## src/rtl/noc_mon_pkg.sv

```systemverilog
package noc_mon_pkg;
  typedef enum logic [1:0] {
    PH_WARM = 2'd0,
    PH_MEAS = 2'd1,
    PH_DONE = 2'd2
  } phase_e;

  localparam int NACC    = 4;
  localparam int ACC_MSG = 0;
  localparam int ACC_LAT = 1;
  localparam int ACC_HOP = 2;
  localparam int ACC_INJ = 3;

  localparam logic [2:0] SEL_SPAN = 3'd4;
endpackage

```

## src/rtl/noc_mon_phase.sv

```systemverilog
module noc_mon_phase
  import noc_mon_pkg::*;
#(
  parameter int unsigned WARMUP_CYC = 1500,
  parameter int unsigned WINDOW_CYC = 18500,
  parameter int unsigned TS_W       = 15
) (
  input  logic            clk,
  input  logic            rst_n,
  output logic [TS_W-1:0] cyc,
  output phase_e          phase,
  output logic            meas,
  output logic            done
);
  localparam int unsigned    END_CYC  = WARMUP_CYC + WINDOW_CYC;
  localparam logic [TS_W-1:0] WARM_END = TS_W'(WARMUP_CYC);
  localparam logic [TS_W-1:0] WIN_END  = TS_W'(END_CYC);

  // Cycle counter stops at the end of the window so the phase stays DONE.
  always_ff @(posedge clk or negedge rst_n) begin
    if (!rst_n)              cyc <= '0;
    else if (cyc != WIN_END) cyc <= cyc + 1'b1;
  end

  always_comb begin
    if (cyc < WARM_END)     phase = PH_WARM;
    else if (cyc < WIN_END) phase = PH_MEAS;
    else                    phase = PH_DONE;
  end

  assign meas = (phase == PH_MEAS);
  assign done = (phase == PH_DONE);

  a_r2_phase_exclusive: assert property (@(posedge clk) disable iff (!rst_n)
    $onehot0({meas, done}));
  a_r2_done_sticky: assert property (@(posedge clk) disable iff (!rst_n)
    done |=> done);
  a_r2_window_opens_on_time: assert property (@(posedge clk) disable iff (!rst_n)
    $rose(meas) |-> (cyc == WARM_END));
endmodule

```

## src/rtl/noc_mon_tag_table.sv

```systemverilog
module noc_mon_tag_table #(
  parameter int unsigned TAG_W = 6,
  parameter int unsigned TS_W  = 15
) (
  input  logic             clk,
  input  logic             rst_n,
  input  logic             hdr_vld,
  input  logic [TAG_W-1:0] hdr_tag,
  input  logic             tail_vld,
  input  logic [TAG_W-1:0] tail_tag,
  input  logic [TS_W-1:0]  cyc,
  input  logic             meas,
  input  logic             done,
  output logic             tail_counted,
  output logic [TS_W-1:0]  tail_lat,
  output logic             orphan
);
  localparam int unsigned NTAGS = 1 << TAG_W;

  logic [TS_W-1:0]  ts_q [NTAGS];
  logic [NTAGS-1:0] busy_q;
  logic [NTAGS-1:0] win_q;
  logic             tail_hit;

  assign tail_hit     = tail_vld && busy_q[tail_tag];
  assign tail_counted = tail_hit && win_q[tail_tag] && meas;
  assign tail_lat     = cyc - ts_q[tail_tag];
  assign orphan       = tail_vld && !busy_q[tail_tag] && !done;

  always_ff @(posedge clk) begin
    if (hdr_vld) ts_q[hdr_tag] <= cyc;
  end

  // The tail retires the old entry first; a header on the same tag re-arms it.
  always_ff @(posedge clk or negedge rst_n) begin
    if (!rst_n) begin
      busy_q <= '0;
      win_q  <= '0;
    end else begin
      if (tail_hit) busy_q[tail_tag] <= 1'b0;
      if (hdr_vld) begin
        busy_q[hdr_tag] <= 1'b1;
        win_q[hdr_tag]  <= meas;
      end
    end
  end

  a_r12_header_arms_tag: assert property (@(posedge clk) disable iff (!rst_n)
    hdr_vld |=> busy_q[$past(hdr_tag)]);
  a_r3_latency_nonzero: assert property (@(posedge clk) disable iff (!rst_n)
    tail_counted |-> (tail_lat != '0));
endmodule

```

## src/rtl/noc_mon_sat_acc.sv

```systemverilog
module noc_mon_sat_acc #(
  parameter int unsigned CNT_W = 32
) (
  input  logic             clk,
  input  logic             rst_n,
  input  logic             en,
  input  logic [CNT_W-1:0] inc,
  output logic [CNT_W-1:0] q
);
  function automatic logic [CNT_W-1:0] sat_add(input logic [CNT_W-1:0] a,
                                                input logic [CNT_W-1:0] b);
    logic [CNT_W:0] s;
    s = {1'b0, a} + {1'b0, b};
    return s[CNT_W] ? '1 : s[CNT_W-1:0];
  endfunction

  always_ff @(posedge clk or negedge rst_n) begin
    if (!rst_n)  q <= '0;
    else if (en) q <= sat_add(q, inc);
  end

  a_r8_no_wrap: assert property (@(posedge clk) disable iff (!rst_n)
    1'b1 |=> (q >= $past(q)));
  a_r9_hold_when_idle: assert property (@(posedge clk) disable iff (!rst_n)
    !en |=> $stable(q));
endmodule

```

## src/rtl/noc_perf_monitor.sv

```systemverilog
module noc_perf_monitor
  import noc_mon_pkg::*;
#(
  parameter int unsigned NUM_CORES  = 64,
  parameter int unsigned TAG_W      = 6,
  parameter int unsigned HOP_W      = 4,
  parameter int unsigned CNT_W      = 32,
  parameter int unsigned WARMUP_CYC = 1500,
  parameter int unsigned WINDOW_CYC = 18500
) (
  input  logic                 clk,
  input  logic                 rst_n,
  input  logic [NUM_CORES-1:0] inj_flit_vld,
  input  logic                 hdr_vld,
  input  logic [TAG_W-1:0]     hdr_tag,
  input  logic                 tail_vld,
  input  logic [TAG_W-1:0]     tail_tag,
  input  logic [HOP_W-1:0]     tail_hops,
  input  logic [2:0]           rd_sel,
  output logic [CNT_W-1:0]     rd_data,
  output logic                 meas_active,
  output logic                 window_done,
  output logic                 orphan_err
);
  localparam int unsigned TS_W = $clog2(WARMUP_CYC + WINDOW_CYC + 1);

  function automatic logic [CNT_W-1:0] count_ones(input logic [NUM_CORES-1:0] v);
    logic [CNT_W-1:0] n;
    n = '0;
    for (int i = 0; i < int'(NUM_CORES); i++) n = n + CNT_W'(v[i]);
    return n;
  endfunction

  logic [TS_W-1:0]  cyc;
  phase_e           phase;
  logic             meas, done;
  logic             tail_counted, orphan;
  logic [TS_W-1:0]  tail_lat;
  logic             acc_en  [NACC];
  logic [CNT_W-1:0] acc_inc [NACC];
  logic [CNT_W-1:0] acc_q   [NACC];
  logic [TS_W-1:0]  first_q, last_q, span;
  logic             seen_q, have_q, err_q;

  noc_mon_phase #(.WARMUP_CYC(WARMUP_CYC), .WINDOW_CYC(WINDOW_CYC), .TS_W(TS_W)) u_phase (
    .clk(clk), .rst_n(rst_n), .cyc(cyc), .phase(phase), .meas(meas), .done(done));

  noc_mon_tag_table #(.TAG_W(TAG_W), .TS_W(TS_W)) u_tags (
    .clk(clk), .rst_n(rst_n), .hdr_vld(hdr_vld), .hdr_tag(hdr_tag),
    .tail_vld(tail_vld), .tail_tag(tail_tag), .cyc(cyc), .meas(meas), .done(done),
    .tail_counted(tail_counted), .tail_lat(tail_lat), .orphan(orphan));

  always_comb begin
    acc_en[ACC_MSG]  = tail_counted;
    acc_inc[ACC_MSG] = CNT_W'(1);
    acc_en[ACC_LAT]  = tail_counted;
    acc_inc[ACC_LAT] = CNT_W'(tail_lat);
    acc_en[ACC_HOP]  = tail_counted;
    acc_inc[ACC_HOP] = CNT_W'(tail_hops);
    acc_en[ACC_INJ]  = meas;
    acc_inc[ACC_INJ] = count_ones(inj_flit_vld);
  end

  for (genvar gi = 0; gi < NACC; gi++) begin : g_acc
    noc_mon_sat_acc #(.CNT_W(CNT_W)) u_acc (
      .clk(clk), .rst_n(rst_n), .en(acc_en[gi]), .inc(acc_inc[gi]), .q(acc_q[gi]));
  end

  // Span bookkeeping: first header of the window and last counted tail.
  always_ff @(posedge clk or negedge rst_n) begin
    if (!rst_n) begin
      first_q <= '0;
      last_q  <= '0;
      seen_q  <= 1'b0;
      have_q  <= 1'b0;
      err_q   <= 1'b0;
    end else begin
      if (hdr_vld && meas && !seen_q) begin
        first_q <= cyc;
        seen_q  <= 1'b1;
      end
      if (tail_counted) begin
        last_q <= cyc;
        have_q <= 1'b1;
      end
      if (orphan) err_q <= 1'b1;
    end
  end

  assign span = have_q ? (last_q - first_q) : '0;

  always_comb begin
    case (rd_sel)
      3'd0:     rd_data = acc_q[ACC_MSG];
      3'd1:     rd_data = acc_q[ACC_LAT];
      3'd2:     rd_data = acc_q[ACC_HOP];
      3'd3:     rd_data = acc_q[ACC_INJ];
      SEL_SPAN: rd_data = CNT_W'(span);
      default:  rd_data = '0;
    endcase
  end

  assign meas_active = meas;
  assign window_done = done;
  assign orphan_err  = err_q;

  a_r3_msg_needs_tail: assert property (@(posedge clk) disable iff (!rst_n)
    !tail_vld |=> $stable(acc_q[ACC_MSG]));
  a_r4_inj_quiet_outside: assert property (@(posedge clk) disable iff (!rst_n)
    !meas_active |=> $stable(acc_q[ACC_INJ]));
  a_r9_frozen_after_done: assert property (@(posedge clk) disable iff (!rst_n)
    window_done |=> ($stable(acc_q[ACC_LAT]) && $stable(span) && $stable(orphan_err)));
  a_r10_err_sticky: assert property (@(posedge clk) disable iff (!rst_n)
    orphan_err |=> orphan_err);
  a_r10_orphan_sets_err: assert property (@(posedge clk) disable iff (!rst_n)
    orphan |=> orphan_err);
  a_r7_span_order: assert property (@(posedge clk) disable iff (!rst_n)
    have_q |-> (seen_q && (last_q >= first_q)));
endmodule

```

## config.mk

```make
export PLATFORM = sky130hd
export DESIGN_NAME = noc_perf_monitor
export DESIGN_NICKNAME = d
export VERILOG_FILES = /design/src/rtl/noc_mon_pkg.sv /design/src/rtl/noc_mon_phase.sv /design/src/rtl/noc_mon_tag_table.sv /design/src/rtl/noc_mon_sat_acc.sv /design/src/rtl/noc_perf_monitor.sv
export SDC_FILE = /design/constraint.sdc
export NUM_CORES = 2
export LEC_CHECK = 0
export ABC_AREA = 1
export ABC_CLOCK_PERIOD_IN_PS = 6500
export BUFFER_PORTS_ARGS = -buffer_cell sky130_fd_sc_hd__buf_4
export CAP_MARGIN = 20
export CORE_MARGIN = 5
export CORE_UTILIZATION = 63
export CTS_CLUSTER_SIZE = 28
export DETAILED_ROUTE_END_ITERATION = 7
export PLACE_DENSITY = 0.81
export SETUP_SLACK_MARGIN = 0.2
export SYNTH_ARGS = -nofsm -noshare
export SYNTH_HDL_FRONTEND = slang
export SYNTH_SLANG_ARGS = --single-unit
```

## constraint.sdc

```tcl
create_clock -name clk -period 6.5 [get_ports clk]
set_clock_uncertainty 0.1 [all_clocks]
set_input_delay 0.325 -clock clk [delete_from_list [all_inputs] [get_ports clk]]
set_output_delay 0.325 -clock clk [all_outputs]
set_load 0.005 [all_outputs]
```

==> results.ini <==
[run_status]
outcome=finished clean

[synth]
ys_top_cells_by_area=edfxtp_1, dfrtp_1, nand2_1
yosys.area.top_type=edfxtp_1
synth_edf_count=960
syn-cell-area_mm2=0.0581
synth_ff_type=edfxtp_1
synth.distinct_cells=47
async_flop_share_pct=24.1
synth_nets=6018
yosysSeqAreaShare_pct=62.7
ys_ff_latch=1264
synth.top_cell.area_share_pct=49.6
syn_area_per_cell_um2=10.0
synth_cells=5794
yosysWarnings=0

[worst_setup_path]
worstPathRequired_ps=7030
rr_startpoint=g_acc[3].u_acc.q[0]
worstPathMaxFanout=5
crit_slowest_cell=fa_1
cpPeakStageDelay_ps=580
worst_setup_path_start_kind=flip-flop
crit_start=g_acc[3].u_acc.q[0]
crit_type=reg -> reg
cp_common_cell=fa_1
arrival_ps=6530
cp-end-kind=flip-flop
reg2reg_depth=19
crit_chain=inv_1, fa_1, fa_1, fa_1, fa_1, fa_1, fa_1, fa_1, fa_1, inv_1, fa_2, nand3_1, nand3_2, buf_4, nand3_1, nand3_1, nand3_1, o21ai_0, nand3b_1

[route]
drc_errors=0
vias=46200
post_drt_wl_per_cell_um=24.2
drt_pre_antenna_iters=6
ant_nets=0
drtIter0Drc=7390
via_per_inst=6.30
totalWireLength_um=177000

[timing]
setup_viol=0
timing.fmax_mhz=167
rsz0062_at_grt=true
period_share_pct=92.3
finalMaxSlewViolations=0
tightest_slew_ps=987
fin_crit_ps=6000
tns_ps=0
finalHoldViolations=0
slew-limit-headroom_pct=34.0

[grt]
grt_pass1_wl_um=266000
grt-ovfl-total=0
grtUsageTotal_pct=35.6
grt_max_degree=136
antenna_found_initial=2
grt_pass1_vias=44500

[clock_tree]
insertion_delay_ps=770
h-tree-depth=4
post_cts_buffers=0
clock-sinks=1264
clockBufferDepth=3
numCtsBuffers=130
cts_root_buffer=clkbuf_16
path_clk_slew_ps=70
cts_tree=yes

[flow_run]
maxCapViolCount=0

[final_layout]
final_common_cell=nand2_1
fin_nets=6273
layout_common_cells=nand2_1, edfxtp_1, inv_1
final_cells=7336
nFillCells=6135
syn_to_final_growth_pct=13.5
seq_area_mm2=0.0365
multi_input_area_mm2=0.0189
antennaDiodeCount=0
final_layout_size_suffix_gt1_share_pct=10.2
utilization_pct=72.0

[worst_hold_path]
min_path_type=in -> async

[floorplanning]
ios=122
fp.dieH_um=314
dieArea_mm2=0.0984
initial_core_util_pct=63.4
die_w_um=314
rows=111
coreArea_mm2=0.0917

[placed_design]
dp_hpwl_um=114000
portBuffers=121
place_congestion=0.971
numPlacedInstances=7094

[power_and_ir_drop]
powerDensity_mw_per_mm2=315
irDropWorstVdd_v=0.000686
power_leakage_nw=28.2

==> critical path, delay by kind of cell (launching register included) <==
family | cells | cell delay [ps]
AO/OA/AOI/OAI | 1 | 250
flip-flops | 1 | 410
adder cells (fa/ha/maj) | 9 | 4060
AND/OR/NAND/NOR | 6 | 710
buffers and inverters | 3 | 320
==> worst paths after layout <==
kind,to,slack [ps]
min in group clk,g_acc[2].u_acc.q[1],70
worst max-delay path,g_acc[3].u_acc.q[22],500
worst max register to register,g_acc[3].u_acc.q[22],500
worst min-delay path,u_tags.win_q[61],70
max in group asynchronous,u_phase.cyc[12],4610
worst min register to register,orphan_err,370
==> logic make-up after synthesis <==
group                    after synthesis  share of synthesized area, %
AO/OA/AOI/OAI                        629                          6.39
XOR/XNOR                              52                         0.784
AND/OR/NAND/NOR                     2950                          21.2
adder cells (fa/ha/maj)              137                          3.72
buffers and inverters                762                          5.20
flip-flops                          1264                          62.7
==> cells in the mapped netlist (2+ instances only) <==
library cell  instances
buf_6                 8
nand3b_1             19
fa_1                 60
nor2_1              305
nor2_2                4
a221oi_1             14
a21oi_1              84
a21o_1                2
o21ai_0             317
o21bai_1              4
buf_1                28
o22ai_1              29
nand4_1             171
nand3_1             439
and3_1                3
or2_2                20
nand2_2               2
and2_1                6
a211oi_1              9
nand2_1            1904
dfrtp_1             304
a22oi_1             118
o2111ai_1             5
xnor2_1              17
edfxtp_1            960
xor2_1               35
o211ai_1             10
o21ai_1               8
nor4_1               11
inv_2                 7
nor3_1               62
clkbuf_1            126
a21boi_0              2
a22o_1               19
ha_1                 77
o21a_1                2
nor3b_1               3
buf_2                58
o221ai_1              2
buf_4                 8
inv_1               526
==> state kept, by name, indices dropped and copies added, names as in the netlist <==
signal	count
u_tags.ts_q	960
g_acc.u_acc.q	128
u_tags.busy_q	64
u_tags.win_q	64
first_q	15
last_q	15
u_phase.cyc	15
have_q	1
orphan_err	1
seen_q	1
==> where the power goes <==
group	switching, W	total (W)	internal [W]
Combinational	0.00271	0.00464	0.00193
Clock	0.00322	0.00740	0.00418
Sequential	0.0000487	0.00875	0.00870
==> area by class of cell <==
class	count	area share, %
flip-flops and latches	1264	55.2
clock inverters	65	0.993
multi-input cells	3768	28.6
well taps	1186	2.25
clock buffers	168	5.38
inverters	534	3.05
repair buffers	351	4.54
==> layer usage <==
layer	global-route usage, %	part of all wire [%]	vias to the layer above
met1	49.0	36	22000
met3	10.1	14	626
met4	16.0	4.9	4
met5	0	0.014	-
met2	53.6	45	3422
li1	-	-	20200
==> per-stage QoR <==
step                      cell area, µm²  hold slack, ps  total power (W)  worst slack [ps]
after floorplan                    58100           -70.6           0.0119               254
after global placement             61600             315           0.0134              36.2
after detailed placement           61700             319           0.0134             -15.4
after CTS                          65900            49.3           0.0208               483
after global routing               66000            88.3           0.0217               174
final                              66000            70.1           0.0208               503
==> timing repair <==
action                     CTS  global route
setup endpoints to repair    0             9
hold endpoints to repair   107             0
hold buffers                 5             0
gates resized for setup      0             6
(Power assumes the default switching activity.)
